**config.mk**
```make
export PLATFORM = sky130hd
export DESIGN_NAME = cascade_serial_fir
export DESIGN_NICKNAME = d
export VERILOG_FILES = /design/src/rtl/cs_fir_pkg.sv /design/src/rtl/cs_tap_line.sv /design/src/rtl/cs_tap_sequencer.sv /design/src/rtl/cs_part_mac.sv /design/src/rtl/cascade_serial_fir.sv
export SDC_FILE = /design/constraint.sdc
export NUM_CORES = 1
export LEC_CHECK = 0
export ABC_AREA = 0
export CORE_ASPECT_RATIO = 1.1
export CORE_MARGIN = 2
export CORE_UTILIZATION = 59
export DETAILED_ROUTE_END_ITERATION = 10
export PLACE_DENSITY = 0.87
export SYNTH_ARGS = -nofsm -noshare
export SYNTH_HDL_FRONTEND = slang
export SYNTH_HIERARCHICAL = 1
export SYNTH_SLANG_ARGS = --single-unit
```
**constraint.sdc**
```tcl
create_clock -name clk -period 8.1 [get_ports clk]
set_input_delay 1.62 -clock clk [delete_from_list [all_inputs] [get_ports clk]]
set_output_delay 1.62 -clock clk [all_outputs]
set_load 0.05 [all_outputs]
```
**src/rtl/cs_fir_pkg.sv**
```systemverilog
package cs_fir_pkg;

  localparam int LEN_FIELD_W = 8;
  localparam int MAX_PARTS   = 32;
  localparam int LIST_W      = LEN_FIELD_W * MAX_PARTS;

  function automatic int part_len(input logic [LIST_W-1:0] lens, input int p);
    return int'(lens[p*LEN_FIELD_W +: LEN_FIELD_W]);
  endfunction

  function automatic int part_base(input logic [LIST_W-1:0] lens, input int p);
    int acc;
    acc = 0;
    for (int q = 0; q < p; q++) acc += part_len(lens, q);
    return acc;
  endfunction

  function automatic int part_total(input logic [LIST_W-1:0] lens, input int n);
    return part_base(lens, n);
  endfunction

  function automatic int part_longest(input logic [LIST_W-1:0] lens, input int n);
    int m;
    m = 0;
    for (int q = 0; q < n; q++)
      if (part_len(lens, q) > m) m = part_len(lens, q);
    return m;
  endfunction

  function automatic int part_min(input logic [LIST_W-1:0] lens, input int n);
    int m;
    m = part_len(lens, 0);
    for (int q = 1; q < n; q++)
      if (part_len(lens, q) < m) m = part_len(lens, q);
    return m;
  endfunction

  function automatic int tap_coef(input int i);
    return ((7 * i + 3) % 17) - 8;
  endfunction

endpackage

```
**src/rtl/cs_tap_line.sv**
```systemverilog
module cs_tap_line #(
  parameter int DATA_W = 8,
  parameter int TAPS   = 6
) (
  input  logic                     clk,
  input  logic                     rst_n,
  input  logic                     shift_en,
  input  logic [DATA_W-1:0]        din,
  output logic [TAPS*DATA_W-1:0]   taps_o
);

  logic [TAPS*DATA_W-1:0] line_q, line_d;

  always_comb begin
    line_d = line_q;
    if (shift_en) begin
      line_d[DATA_W-1:0] = din;
      for (int i = 1; i < TAPS; i++)
        line_d[i*DATA_W +: DATA_W] = line_q[(i-1)*DATA_W +: DATA_W];
    end
  end

  always_ff @(posedge clk or negedge rst_n) begin
    if (!rst_n) line_q <= '0;
    else        line_q <= line_d;
  end

  assign taps_o = line_q;

endmodule

```
**src/rtl/cs_tap_sequencer.sv**
```systemverilog
module cs_tap_sequencer #(
  parameter int SPAN  = 3,
  parameter int CNT_W = 2
) (
  input  logic             clk,
  input  logic             rst_n,
  input  logic             in_valid,
  output logic             accept_o,
  output logic             busy_o,
  output logic             last_o,
  output logic [CNT_W-1:0] tap_o
);

  logic             busy_q, busy_d;
  logic [CNT_W-1:0] tap_q, tap_d;
  logic             last_w, accept_w;

  assign last_w   = busy_q && (tap_q == CNT_W'(SPAN - 1));
  assign accept_w = in_valid && (!busy_q || last_w);

  always_comb begin
    busy_d = busy_q;
    tap_d  = tap_q;
    if (accept_w) begin
      busy_d = 1'b1;
      tap_d  = '0;
    end else if (last_w) begin
      busy_d = 1'b0;
      tap_d  = '0;
    end else if (busy_q) begin
      tap_d  = tap_q + CNT_W'(1);
    end
  end

  always_ff @(posedge clk or negedge rst_n) begin
    if (!rst_n) begin
      busy_q <= 1'b0;
      tap_q  <= '0;
    end else begin
      busy_q <= busy_d;
      tap_q  <= tap_d;
    end
  end

  assign accept_o = accept_w;
  assign busy_o   = busy_q;
  assign last_o   = last_w;
  assign tap_o    = tap_q;

endmodule

```
**src/rtl/cs_part_mac.sv**
```systemverilog
module cs_part_mac
  import cs_fir_pkg::*;
#(
  parameter int DATA_W = 8,
  parameter int COEF_W = 8,
  parameter int ACC_W  = 19,
  parameter int LEN    = 3,
  parameter int BASE   = 0,
  parameter int CNT_W  = 2,
  parameter bit HEAD   = 1'b0
) (
  input  logic                    clk,
  input  logic                    rst_n,
  input  logic                    run_i,
  input  logic                    last_i,
  input  logic [CNT_W-1:0]        tap_i,
  input  logic [LEN*DATA_W-1:0]   x_i,
  input  logic signed [ACC_W-1:0] chain_i,
  output logic signed [ACC_W-1:0] chain_o
);

  localparam int PROD_W = DATA_W + COEF_W;

  logic signed [DATA_W-1:0] x_sel;
  logic signed [COEF_W-1:0] c_sel;
  logic                     hit;
  logic signed [PROD_W-1:0] prod;
  logic signed [ACC_W-1:0]  partial, handed, acc_q, acc_d;

  always_comb begin
    x_sel = '0;
    c_sel = '0;
    hit   = 1'b0;
    for (int j = 0; j < LEN; j++) begin
      if (tap_i == CNT_W'(j)) begin
        x_sel = x_i[j*DATA_W +: DATA_W];
        c_sel = COEF_W'(tap_coef(BASE + j));
        hit   = 1'b1;
      end
    end
  end

  assign prod    = hit ? PROD_W'(x_sel * c_sel) : '0;
  assign partial = ((tap_i == '0) ? '0 : acc_q) + ACC_W'(prod);
  assign handed  = partial + chain_i;

  always_comb begin
    acc_d = acc_q;
    if (run_i) acc_d = last_i ? handed : partial;
  end

  always_ff @(posedge clk or negedge rst_n) begin
    if (!rst_n) acc_q <= '0;
    else        acc_q <= acc_d;
  end

  generate
    if (HEAD) begin : g_head
      assign chain_o = acc_q;
    end else begin : g_link
      assign chain_o = handed;
    end
  endgenerate

endmodule

```
**src/rtl/cascade_serial_fir.sv**
```systemverilog
module cascade_serial_fir
  import cs_fir_pkg::*;
#(
  parameter int               DATA_W = 8,
  parameter int               COEF_W = 8,
  parameter int               TAPS   = 6,
  parameter int               NPART  = 3,
  parameter logic [LIST_W-1:0] PLENS = 256'h01_02_03,
  parameter int               ACC_W  = DATA_W + COEF_W + $clog2(TAPS)
) (
  input  logic                     clk,
  input  logic                     rst_n,
  input  logic                     in_valid,
  input  logic [DATA_W-1:0]        in_data,
  output logic                     out_valid,
  output logic signed [ACC_W-1:0]  out_data
);

  localparam int SPAN  = part_longest(PLENS, NPART);
  localparam int CNT_W = (SPAN > 1) ? $clog2(SPAN) : 1;

  if (part_total(PLENS, NPART) != TAPS) begin : g_len_sum_err
    $error("partition lengths do not add up to TAPS");
  end
  if (part_min(PLENS, NPART) < 1) begin : g_len_zero_err
    $error("every partition needs at least one tap");
  end

  logic                    accept, busy, last;
  logic [CNT_W-1:0]        tap;
  logic [TAPS*DATA_W-1:0]  taps;
  logic signed [ACC_W-1:0] chain [NPART+1];
  logic                    valid_q, valid_d;

  cs_tap_sequencer #(.SPAN(SPAN), .CNT_W(CNT_W)) u_seq (
    .clk      (clk),
    .rst_n    (rst_n),
    .in_valid (in_valid),
    .accept_o (accept),
    .busy_o   (busy),
    .last_o   (last),
    .tap_o    (tap)
  );

  cs_tap_line #(.DATA_W(DATA_W), .TAPS(TAPS)) u_line (
    .clk      (clk),
    .rst_n    (rst_n),
    .shift_en (accept),
    .din      (in_data),
    .taps_o   (taps)
  );

  assign chain[NPART] = '0;

  for (genvar p = 0; p < NPART; p++) begin : g_part
    localparam int LEN  = part_len(PLENS, p);
    localparam int BASE = part_base(PLENS, p);
    cs_part_mac #(
      .DATA_W (DATA_W),
      .COEF_W (COEF_W),
      .ACC_W  (ACC_W),
      .LEN    (LEN),
      .BASE   (BASE),
      .CNT_W  (CNT_W),
      .HEAD   (p == 0)
    ) u_mac (
      .clk     (clk),
      .rst_n   (rst_n),
      .run_i   (busy),
      .last_i  (last),
      .tap_i   (tap),
      .x_i     (taps[BASE*DATA_W +: LEN*DATA_W]),
      .chain_i (chain[p+1]),
      .chain_o (chain[p])
    );
  end

  always_comb valid_d = last;

  always_ff @(posedge clk or negedge rst_n) begin
    if (!rst_n) valid_q <= 1'b0;
    else        valid_q <= valid_d;
  end

  assign out_valid = valid_q;
  assign out_data  = chain[0];

endmodule

```
* Word level (Yosys, flattened, before mapping)
Cells that the tools add are included.
** Storage, ports and cells
- Bits in read-only memories :: 0
- Memories kept :: 0
- Output and inout bits :: 20
- Input port bits :: 11
- Flip-flop bits (word level) :: 109
- Word-level logic and storage cells :: 53
- Latch bits :: 0
- RAM bits :: 0
** Cells by class
- Multipliers :: 3
- Mux-type cells :: 28
- $add $sub $neg :: 6
- Equal/unequal tests :: 2
- Bitwise gates (word level) :: 0
- $lt $le $gt $ge :: 0
- Reductions and logical operators :: 7
- Divide/modulo/power cells :: 0
- Shift-type cells :: 0
** Operators with widths (number)
- 2-to-1 mux 8 bit :: 12
- adder 19 bit :: 5
- 2-to-1 mux 19 bit :: 5
- multiplier 8 x 8 -> 16 bit :: 3
- 2-to-1 mux 16 bit :: 3
- 2-to-1 mux 2 bit :: 3
- 2-to-1 mux 1 bit :: 5
- nonzero test 3 bit :: 1
- adder 2 x 1 -> 2 bit (second input constant) :: 1
- == test 2 x 1 -> 1 bit (second input constant) :: 1
- == test 2 bit (second input constant) :: 1
- logical AND 1 bit :: 2
- zero test 2 bit :: 1
- nonzero test 2 bit :: 1
- zero test 1 bit :: 1
- logical OR 1 bit :: 1

* Longest topological paths before layout
Gate-level depths: netlist (run 1).
- Depth in word-level cells :: 9
- Mapped depth :: 46
- Gate-level depth less buffers :: 43

* By module
The synthesis (run 1) kept the hierarchy.
** By module, submodules not included
- cs_part_mac at g_part[1].u_mac :: area each 4948.5 µm², cells an instance 598, instances 1
- cs_part_mac at g_part[0].u_mac :: area each 4933.5 µm², cells an instance 615, instances 1
- cs_part_mac at g_part[2].u_mac :: area each 3966.3 µm², cells an instance 503, instances 1
- cs_tap_line :: area each 1860.5 µm², cells an instance 101, instances 1
- cs_tap_sequencer :: area each 145.1 µm², cells an instance 12, instances 1
- cascade_serial_fir :: area each 28.8 µm², cells an instance 2, instances 1

* Worst setup path after synthesis (run 1)
Ideal clock, no wire load.
- Path kind :: reg-to-reg
- Start :: register u_seq.tap_q[1] (netlist: u_seq/tap_o[1])
- End :: register g_part[0].u_mac.acc_q[18]
- Arrival :: 8.632 ns
- Stages on the path, launching flop included :: 42
- Library setup time :: 0.122 ns
- Path slack :: -0.654 ns
- Clock period less this slack :: 8.754 ns
- Cell sequence :: dfrtp_1 or2_1 clkbuf_2 inv_1 clkbuf_1 clkbuf_1 nand2_1 fa_1 inv_1 fa_1 fa_1 fa_1 ha_1 a21o_1 a21oi_1 o21bai_1 a21oi_1 o21bai_1 [6 not listed] a31oi_4 xor2_1 ha_1 nor2_1 a21oi_1 ha_1 or3_1 a211oi_1 nor3_1 xor2_1 ha_1 a21o_1 a41oi_1 xnor2_1 and2_1 nor2_1 mux2i_1 nand2_1
** RTL lines
- start, declared :: line cs_tap_sequencer.sv:15 : logic [CNT_W-1:0] tap_q, tap_d;
- start signal, assigned :: line cs_tap_sequencer.sv:41 : tap_q <= tap_d;
- end signal, assigned :: line cs_part_mac.sv:53 : if (!rst_n) acc_q <= '0;
- end signal, assigned :: line cs_part_mac.sv:54 : else acc_q <= acc_d;
- end, declared :: line cs_part_mac.sv:28 : logic signed [ACC_W-1:0] partial, handed, acc_q, acc_d;

==> results of run 1 <==
registers in the layout, indices dropped and copies added, names as in the netlist:
name	flops
g_part.u_mac/acc_q	38
u_seq/busy_o	1
u_seq/tap_o	2
out_valid	1
g_part.u_mac/chain_o	19
u_line/taps_o	48
metrics by stage:
step                      cell area (um2)  setup WS, ns  utilization  setup TNS [ns]
after global routing                18400        -0.619        0.690           -1.80
after global placement              17400        -0.134        0.652          -0.134
after floorplan                     16100       -0.0230            -         -0.0230
after CTS                           17800        -0.159        0.667          -0.159
after detailed placement            17400        -0.435        0.652          -0.776
final                               18400        -0.322        0.690          -0.354
how the worst min path moves through the flow:
stage / from / to / slack (ns) / cells past startpoint
final: g_part[1].u_mac/acc_q[2] / g_part[1].u_mac/acc_q[2] / 0.48 / 1
after global routing: g_part[1].u_mac/acc_q[2] / g_part[1].u_mac/acc_q[2] / 0.50 / 1
after CTS: g_part[1].u_mac/acc_q[2] / g_part[1].u_mac/acc_q[2] / 0.48 / 1
after detailed placement: g_part[1].u_mac/acc_q[2] / g_part[1].u_mac/acc_q[2] / 0.46 / 1
after global placement: g_part[1].u_mac/acc_q[2] / g_part[1].u_mac/acc_q[2] / 0.45 / 1
after floorplan: g_part[1].u_mac/acc_q[2] / g_part[1].u_mac/acc_q[2] / 0.44 / 1
worst register-to-register path, delay by kind of cell (launching register included):
family	cells	cell delay [ns]
buf+inv	4	0.42
compound gates	9	1.57
flops	1	0.48
simple gates	10	1.28
xor+xnor	5	0.75
mux	1	0.20
fa+ha+maj	9	3.62
routing by layer:
layer,vias to the layer above,track usage
met1,6641,0.354
met2,369,0.506
met3,90,0.0221
met4,0,0.0976
met5,-,0
li1,6539,-
cell families after synthesis:
family	share of synthesized area
AND/OR/NAND/NOR	0.156
XOR/XNOR	0.0720
adder cells (fa/ha/maj)	0.294
flip-flops	0.172
buffers and inverters	0.0700
other	0.000473
AO/OA/AOI/OAI	0.161
multiplexers	0.0751
layout make-up:
| class | instances | area (um2) |
|---|---|---|
| clock buffers | 11 | 243 |
| clock inverters | 5 | 42.5 |
| fillers | 1955 | 8290 |
| inverters | 223 | 840 |
| multi-input cells | 1470 | 12700 |
| flip-flops and latches | 109 | 2730 |
| well taps | 357 | 447 |
| repair buffers | 177 | 1420 |
placed cells by master (no fill, tap or decap), drive strengths merged, types with 26 or more instances in the layout:
cell type	count
o21ai	72
nand2	92
xnor2	91
fa	109
ha	197
mux2	50
and2	82
xor2	37
buf	148
clkdlybuf4s50	29
mux2i	55
inv	225
nor2	198
dfrtp	109
a21o	37
nor3	37
o21bai	27
conb	26
a21oi	135
repair_timing:
item / in CTS / in global routing
cloned: 0 / 0
setup endpoints to repair: 4 / 7
resized for setup: 16 / 101
setup buffers: 7 / 21
pin swaps: 19 / 46
==> results.txt, run 1 <==
The flow ran to the end, but the final reports show violations. The checks that failed: setup timing. The worst pin sits at a relative slew slack of 0.473. The number of sinks handled by clock tree synthesis is 109. The via count of the first global-routing pass came out at 13700.

Of the available clock period, the critical path in the final layout requires 1.04. From synthesis to final layout, the design area changed by 16.1%. Ranked by total cell area, the synthesized netlist is headed by sky130_fd_sc_hd__dfrtp_1 17%, sky130_fd_sc_hd__ha_1 16%, sky130_fd_sc_hd__fa_1 14%. The uppermost metal layer occupied by signal nets is met4. Synthesis handed over a netlist of 1831 instances. The cell type with the largest total area after synthesis is sky130_fd_sc_hd__dfrtp_1.

Setup violations remaining at the end of the flow were counted as 2. The post-synthesis area per instance came out at 8.67 um2. The highest cell delay on the worst timing path is 0.57 ns.

After detailed routing, the number of vias per cell comes to 5.80. The share of final-layout standard cells stronger than drive strength 1 came out at 0.181. The number of antenna violations at the first check in global routing came out at 0. The count of final hold-check violations is 0. The final-layout worst hold slack came out at 0.477 ns. For this run, the number of Yosys warnings is 6. The data required time at the worst endpoint is 8.37 ns. For this run, the total global-route usage over all layers was measured as 0.280. Yosys mapped a number of flops with a built-in enable equal to 0. In this run the clock root is driven by a sky130_fd_sc_hd__clkbuf_16. In this run the worst hold path is classified as register to register.

The sum of buffers and inverters on the critical path came out at 4. The placed cell count is 2308. The number of max-slew violations in the final report came to 0. The starting density of the core is 0.594. The unique cell type count in the Yosys netlist is 87. The achievable frequency came out at 119 MHz. Tracing the worst setup path back leads to its startpoint at u_seq/tap_o[1].

The worst-case clock buffer depth came out at 2. The largest delay contributor family on the critical path is adder cells. The vertical die dimension is 176 um. The max-capacitance violation count is 0. The count of routing violations after the opening detailed-route iteration came out at 757.

The post-route non-filler standard cell count came out at 2352. The DRC violation count after routing came out at 0. The half-perimeter wire length of the detailed placement result came out at 30800 um. The count of antenna diodes in the layout came out at 0.

Among all flip-flop cells after synthesis, the most frequent one is sky130_fd_sc_hd__dfrtp_1. The weighted congestion reported at the end of routability-driven placement is 0.967. The largest individual stage delay along the critical path comes from the cell sky130_fd_sc_hd__fa_1. The worst setup path endpoint is g_part[0].u_mac/chain_o[18].

Setup repair after global routing could not meet its margin everywhere. The routed wirelength normalized by instance count is 17.1 um. The library cell with the highest instance count after synthesis is sky130_fd_sc_hd__inv_1. Once detail routing completed, the nets flagged for antenna violations numbered 0. Counting the buffers created by CTS gives 9. The maximum clock skew at final layout is 0.00627 ns.

The row count came out at 63. In this run the standard cell core region covers 26700 um2. The met1 wire length came out at 17000 um. The clock latency at the later pin of the worst-skew pair is 0.38 ns. The total stage count of the critical path came out at 38. The sequential fraction of the synthesis area is 0.172.

In this run the count of I/O pins placed on the die edge is 31. In this run the critical register-to-register path is launched from u_seq/tap_o[1]. The port buffer count is 30. The mapped netlist covers 15900 um2.

In this run the critical register-to-register path is captured at g_part[0].u_mac/chain_o[18]. The detailed-router iteration count before antenna repair came out at 5. Setup slack on the worst reg-to-reg path comes out at -0.32 ns.

The total detailed-routing wirelength is 40300 um. The net count reported at finish came out at 2307. The data arrival time of the worst path is 8.69 ns.

Setup slack on the critical path of the routed design comes to -0.322 ns. After synthesis, the share of flip-flops with an asynchronous set or reset is 1.00. The floorplan die width came out at 160 um. The H-tree depth came out at 3. STA classifies the critical path endpoint as a register. The sum of met2 wire segment lengths after detailed routing came out at 20600 um.

The detailed-route via count came out at 13600. The cell depth of the worst flop-to-flop path is 38. The clock transition at the register clock pins on the worst setup and hold paths after CTS came out at 0.08 ns.

The area of the die is 28200 um2. The first-pass GRT wire length is 65000 um. The number of buffers inserted by hold repair at cts came out at 0. The leftover overflow at the end of global routing came out at 0. The flip-flop and latch count after synthesis came out at 109.

The highest fanout seen on the critical path came out at 6. The actual transition at the worst max-transition pin is 0.790 ns. Entering global routing, the biggest net connects 76 pins. The routed length on met3 is 1410 um.

The commonest cells after synthesis are 222 x sky130_fd_sc_hd__inv_1, 198 x sky130_fd_sc_hd__nor2_1, 197 x sky130_fd_sc_hd__ha_1. The worst setup path is of the register to register kind. TritonCTS built the clock tree. The kind of start point of the critical path is a register.

The area share of the largest cell type after synthesis came out at 0.172. The minimum clock period after layout is 8.42 ns.
Power of run 1 is left out: the tool's default activity adds up to more than one toggle a clock period on the data nets, which glitch-free logic cannot reach.
==> run 2, diff against run 1 <==
CORE_UTILIZATION = 26   (was 59)
PLACE_DENSITY = 0.49   (was 0.87)
==> run 2 against run 1 <==
Effect of this change: the flow now finishes without violations; cell count increased by 23%; clock skew increased by 0.010 ns; global-route usage decreased by 14 points; first-iteration DRC count decreased by 29%; critical path depth decreased by 1; flip-flop and latch count unchanged; die area increased by 120%; via count decreased by 3.6%; count of clock-buffer cells in the layout decreased by 1; wire length increased by 4.2%; cell area increased by 7.4%.
==> results.txt, run 2 (same netlist as run 1, synthesis figures left out) <==
The routed design has 42000 um of wire. The actual transition at the worst max-transition pin came out at 0.931 ns. The maximum clock skew at final layout is 0.0164 ns.

The leftover overflow at the end of global routing came out at 0. Max-cap violations in this run came to 0. The number of antenna violations at the first check in global routing is 0. In the finished design, the share of the clock period the worst path needs comes to 0.990.

The count of final hold-check violations came out at 0. The highest cell delay on the worst timing path is 0.64 ns. The data required time at the worst endpoint came out at 8.38 ns. For flop-to-flop paths, the worst setup slack is 0.08 ns. The row count is 95. The count of routing violations after the opening detailed-route iteration came out at 537.

The minimum clock period after layout came out at 8.02 ns. The via count of the first global-routing pass came out at 13500. The highest fanout seen on the critical path came out at 8. The path class of the tightest hold or removal check is register to register.

At the worst endpoint, the arrival time is 8.30 ns. Setup repair after global routing could not meet its margin everywhere. For this design, the sink count on the clock tree is 109.

The final-layout worst hold slack came out at 0.476 ns. Once detailed placement completed, the half-perimeter wirelength came to 33600 um. In the layout the commonest cells are 222 x sky130_fd_sc_hd__buf_4, 210 x sky130_fd_sc_hd__inv_1, 189 x sky130_fd_sc_hd__nor2_1, 179 x sky130_fd_sc_hd__ha_1, 117 x sky130_fd_sc_hd__a21oi_1.

The floorplan step set the die width to 240 um. The detailed-router iteration count before antenna repair came out at 5. The number of max-slew violations in the final report was 0. For this run, the total global-route usage over all layers was measured as 0.136. Adding up every negative setup slack in the final design gives 0 ns.

The repair_antennas step left the layout with diodes totalling 0. The total CTS buffers is 9. The clock tree synthesis step divided the H-tree into 3 levels. The weighted congestion reported at the end of routability-driven placement is 0.866. The final setup violation count is 0.

The detailed-route via count is 13200. The maximum number of pins on one net before global-route repair is 65. In the routed design, unresolved DRC markers number 0.

STA classifies the critical path endpoint as a register. The per-cell via count in the routed design came out at 4.53. The post-route antenna net violation count came out at 0. The starting density of the core came out at 0.261. The placeable core area came out at 60700 um2.

The die covers 63100 um2. The worst setup path is launched from a register. The clock transition at the register clock pins on the worst setup and hold paths after CTS came out at 0.09 ns. The library cell contributing the largest single delay on the critical path is sky130_fd_sc_hd__or4b_2. The clock passes through at most 2 buffers. The worst setup path category is register to register. The number of buffers inserted by hold repair at cts came out at 0. The share of final-layout standard cells stronger than drive strength 1 came out at 0.223.

The achievable frequency is 125 MHz. The routed wirelength normalized by instance count is 14.5 um. The die is 263 um tall. The run finished with clean final reports. The most common cell after layout, fill and taps aside is sky130_fd_sc_hd__buf_4. Clock tree synthesis selected as its root buffer the cell sky130_fd_sc_hd__clkbuf_16. The area added between synthesis and finish is 24.6%. The first global-routing pass estimated 69000 um of wire. Clock latency on the worst-skew pair, taken at its later pin, is 0.40 ns. The sum of buffers and inverters on the critical path came out at 9. The port buffer count is 30. In this run the tightest slew margin relative to its limit is 0.379. The kind of cell with the highest combined delay along the critical path is adder cells.

The number of primary I/O pins came out at 31. The flip-flop count of the largest register, all copies and words added came out at 48. The clock tree from TritonCTS is done.

The net count reported at finish came out at 2390.
[run 2: changes by cell type in the layout (fill, tap and decap cells not counted), sizes merged]
cell,before,now
buf,148,231
clkbuf,11,10
clkinv,2,1
inv,225,226
clkinvlp,1,2
[run 2: worst reg2reg max path: cells and delay by family (launching register included)]
family | cells | cell delay [ns]
AO/OA/AOI/OAI | 8 | 1.55
XOR/XNOR | 2 | 0.33
adder cells (fa/ha/maj) | 8 | 3.12
buffers and inverters | 9 | 0.83
flip-flops | 1 | 0.43
multiplexers | 1 | 0.14
AND/OR/NAND/NOR | 9 | 1.51
[run 2: through the flow]
step | std cells | area (um2) | util | setup WS, ns
finish | 2902 | 19800 | 0.326 | 0.0807
global route | 2902 | 19800 | 0.326 | -0.325
CTS | 2885 | 19200 | 0.316 | -0.00943
detailed placement | 2856 | 18600 | 0.306 | -0.326
global placement | 2856 | 18600 | 0.306 | -0.245
floorplan | 1855 | 16100 | - | -0.0230
[run 2: worst paths after layout]
kind,from,end,cells after the start
max in group asynchronous,rst_n,u_seq/busy_o,2
max,u_seq/tap_o[0],g_part[0].u_mac/chain_o[18],37
min,g_part[1].u_mac/acc_q[2],g_part[1].u_mac/acc_q[2],1
min in group asynchronous,rst_n,u_line/taps_o[15],1
min reg2reg,g_part[1].u_mac/acc_q[2],g_part[1].u_mac/acc_q[2],1
max reg2reg,u_seq/tap_o[0],g_part[0].u_mac/chain_o[18],37
[run 2: per-layer routing]
layer,part of all wire,up-vias,GRT usage
li1,-,6679,-
met1,0.47,6330,0.179
met2,0.50,104,0.235
met3,0.015,37,0.0136
met4,0.016,0,0.0343
met5,0,-,0
[run 2: what timing repair did]
| item | in CTS | in global routing |
|---|---|---|
| gates resized for setup | 44 | 102 |
| buffers inserted | 13 | 18 |
| pin swaps | 42 | 65 |
| setup endpoints to repair | 4 | 8 |
[run 2: layout make-up]
cell class	instances	area, um2
Clock buffer	10	229
Timing Repair Buffer	260	2070
Tap cell	824	1030
Clock inverter	6	55.1
Sequential cell	109	2730
Inverter	223	842
Fill cell	6364	41000
Multi-Input combinational cell	1470	12800
Power of run 2 is left out for the same reason.
==> run 3, diff against run 2 <==
CORE_UTILIZATION = 47   (was 26)
PLACE_DENSITY = 0.73   (was 0.49)
==> run 3 against run 2 <==
Effect of this change: the flow now finishes with violations (setup timing); count of clock-buffer cells in the layout down 1; cell count shrank 17%; sequential share of layout area grew 0.82 points; utilization up 24 points; global-route usage increased by 8.3 points; first-iteration DRC count grew 49%; cell area is 5.6% lower; via count decreased by 0.24%; die area fell by 44%; hold slack gained 0.027 ns.
==> results.txt, run 3 (same netlist as run 1, synthesis figures left out) <==
The run finished, with violations left. The final reports fail on setup timing. In this run the horizontal extent of the chip is 179 um. The via count of the first global-routing pass is 13200. For this run, the post-layout net count is 2291. The achievable frequency came out at 123 MHz. The first-pass GRT wire length is 62700 um. The routed wirelength normalized by instance count came out at 15.8 um. The clock tree from TritonCTS is done. The number of fill cells in the layout came out at 2857. The clock arrives with 0.00978 ns of skew. The max-capacitance violation count is 0. The area added between synthesis and finish came out at 17.6%.

The worst max-slew margin expressed relative to the limit came out at 0.494. Clock tree synthesis found a total of 109 sinks. The final setup violation count is 1.

The sum of buffers and inverters on the critical path is 4. The tree is rooted in a sky130_fd_sc_hd__clkbuf_16. In the final layout, the share of cells above drive strength 1 is 0.194. After legalization and detailed placement, the total HPWL measured 30000 um.

The data arrival time of the worst path came out at 8.39 ns. The per-cell via count in the routed design is 5.44. The count of final hold-check violations came to 0. The highest fanout seen on the critical path is 4. 31 I/O pins were placed. The slowest stage of the critical path is the sky130_fd_sc_hd__fa_1 cell. The most common cell after layout, fill and taps aside is sky130_fd_sc_hd__inv_1.

The die covers 35300 um2. The type of the tightest min-delay check is register to register. After floorplanning, the core was sized to cover 33300 um2. Entering global routing, the biggest net connects 76 pins. The DRC violation count after routing came out at 0.

The total detailed-routing wirelength is 38000 um. STA classifies the critical path startpoint as a register. The top cell types in the final layout, fill and taps aside, are 210 x sky130_fd_sc_hd__inv_1, 184 x sky130_fd_sc_hd__nor2_1, 170 x sky130_fd_sc_hd__ha_1, 125 x sky130_fd_sc_hd__buf_4, 112 x sky130_fd_sc_hd__a21oi_1. Clock-pin slew was measured on the worst setup and hold paths at 0.08 ns. The port buffer count is 30. The vertical die dimension came out at 197 um. Routability-driven placement finished with a final weighted congestion of 0.938. The critical path's most frequent cell is sky130_fd_sc_hd__fa_1.

The final worst slack is -0.0136 ns. The total CTS buffers is 9. The clock latency at the later pin of the worst-skew pair is 0.38 ns.

The data required time at the worst endpoint is 8.37 ns. The flip-flop count of the largest register, all copies and words added came out at 48. After floorplanning, the core was divided into 70 placement rows.

On the worst path, the slowest cell contributes a delay of 0.54 ns. In this run, the number of DRC markers left after iteration 0 of detailed routing was 798. The total track usage came out at 0.218. The period utilization came out at 1.00.

The count of antenna diodes in the layout is 0. The actual transition at the worst max-transition pin came out at 0.758 ns. Summing all placed instances gives a cell area of 17500 um2. In this design, the largest share of critical-path delay is due to adder cells.

The H-tree depth came out at 3. The number of antenna violations at the first check in global routing came out at 0. Setup repair after global routing could not meet its margin everywhere. The number of max-slew violations in the final report came to 0. The design area is 18700 um2.

The detailed-router iteration count before antenna repair is 5. The worst path in the final design needs a cycle of 8.11 ns, including I/O delays and setup. STA classifies the critical path endpoint as a register.

The worst-case clock buffer depth came out at 2. The post-route antenna net violation count is 0. The initial utilization of the core area, before any placement, comes to 0.477. The worst setup path category is register to register.

Summed over all layers, the global routing overflow is 0. The detailed-route via count is 13100.
## run 3: cell count changes in the layout (fill, tap and decap cells not counted), moves of 3 or more
cell	delta
sky130_fd_sc_hd__xnor2_2	+8
sky130_fd_sc_hd__a21oi_2	+4
sky130_fd_sc_hd__nand2_4	+3
sky130_fd_sc_hd__nor2_1	-5
sky130_fd_sc_hd__ha_1	-9
sky130_fd_sc_hd__xnor2_1	-6
sky130_fd_sc_hd__buf_4	-97
sky130_fd_sc_hd__ha_4	+4
sky130_fd_sc_hd__a21oi_1	-5
sky130_fd_sc_hd__ha_2	+5
sky130_fd_sc_hd__nor2_2	+6
sky130_fd_sc_hd__nand2_2	-8
sky130_fd_sc_hd__nand2_1	+5
## run 3: layout make-up
class	count	area, um2	area share
Sequential cell	109	2730	0.146
Clock inverter	6	46.3	0.00248
Multi-Input combinational cell	1470	13000	0.694
Inverter	223	842	0.0451
Tap cell	432	541	0.0289
Timing Repair Buffer	161	1320	0.0707
Clock buffer	9	225	0.0121
## run 3: worst paths after layout
check / from / end / cells after the start / slack [ns]
worst max-delay path: u_seq/tap_o[0] / g_part[0].u_mac/chain_o[18] / 36 / -0.01
worst min-delay path: g_part[2].u_mac/acc_q[0] / g_part[2].u_mac/acc_q[0] / 1 / 0.50
worst max register to register: u_seq/tap_o[0] / g_part[0].u_mac/chain_o[18] / 36 / -0.01
worst min register to register: g_part[2].u_mac/acc_q[0] / g_part[2].u_mac/acc_q[0] / 1 / 0.50
max in group asynchronous: rst_n / u_seq/busy_o / 2 / 5.55
min in group asynchronous: rst_n / g_part[0].u_mac/chain_o[14] / 1 / 1.30
## run 3: metal layers
metal | routed length, um | up-vias | part of all wire | global-route usage
met3 | 898 | 62 | 0.024 | 0.0162
li1 | - | 6499 | - | -
met4 | 1070 | 0 | 0.028 | 0.0762
met2 | 19300 | 233 | 0.51 | 0.383
met1 | 16800 | 6324 | 0.44 | 0.281
met5 | 0 | - | 0 | 0
## run 3: stage by stage
stage / cells / setup slack [ns] / hold slack (ns) / TNS (ns) / utilization
floorplan: 1855 / -0.0230 / 0.441 / -0.0230 / -
global placement: 2375 / -0.101 / 0.456 / -0.101 / 0.524
detailed placement: 2375 / -0.239 / 0.482 / -0.399 / 0.524
CTS: 2393 / 0.00401 / 0.502 / 0 / 0.536
global route: 2410 / -0.309 / 0.519 / -0.782 / 0.561
finish: 2410 / -0.0136 / 0.503 / -0.0136 / 0.561
## run 3: repair_timing
action,in CTS,in global routing
hold buffers,0,0
endpoints found under the setup margin,4,7
gates resized for setup,24,141
pin swaps,15,81
buffers inserted,3,18
Power of run 3 is left out for the same reason.
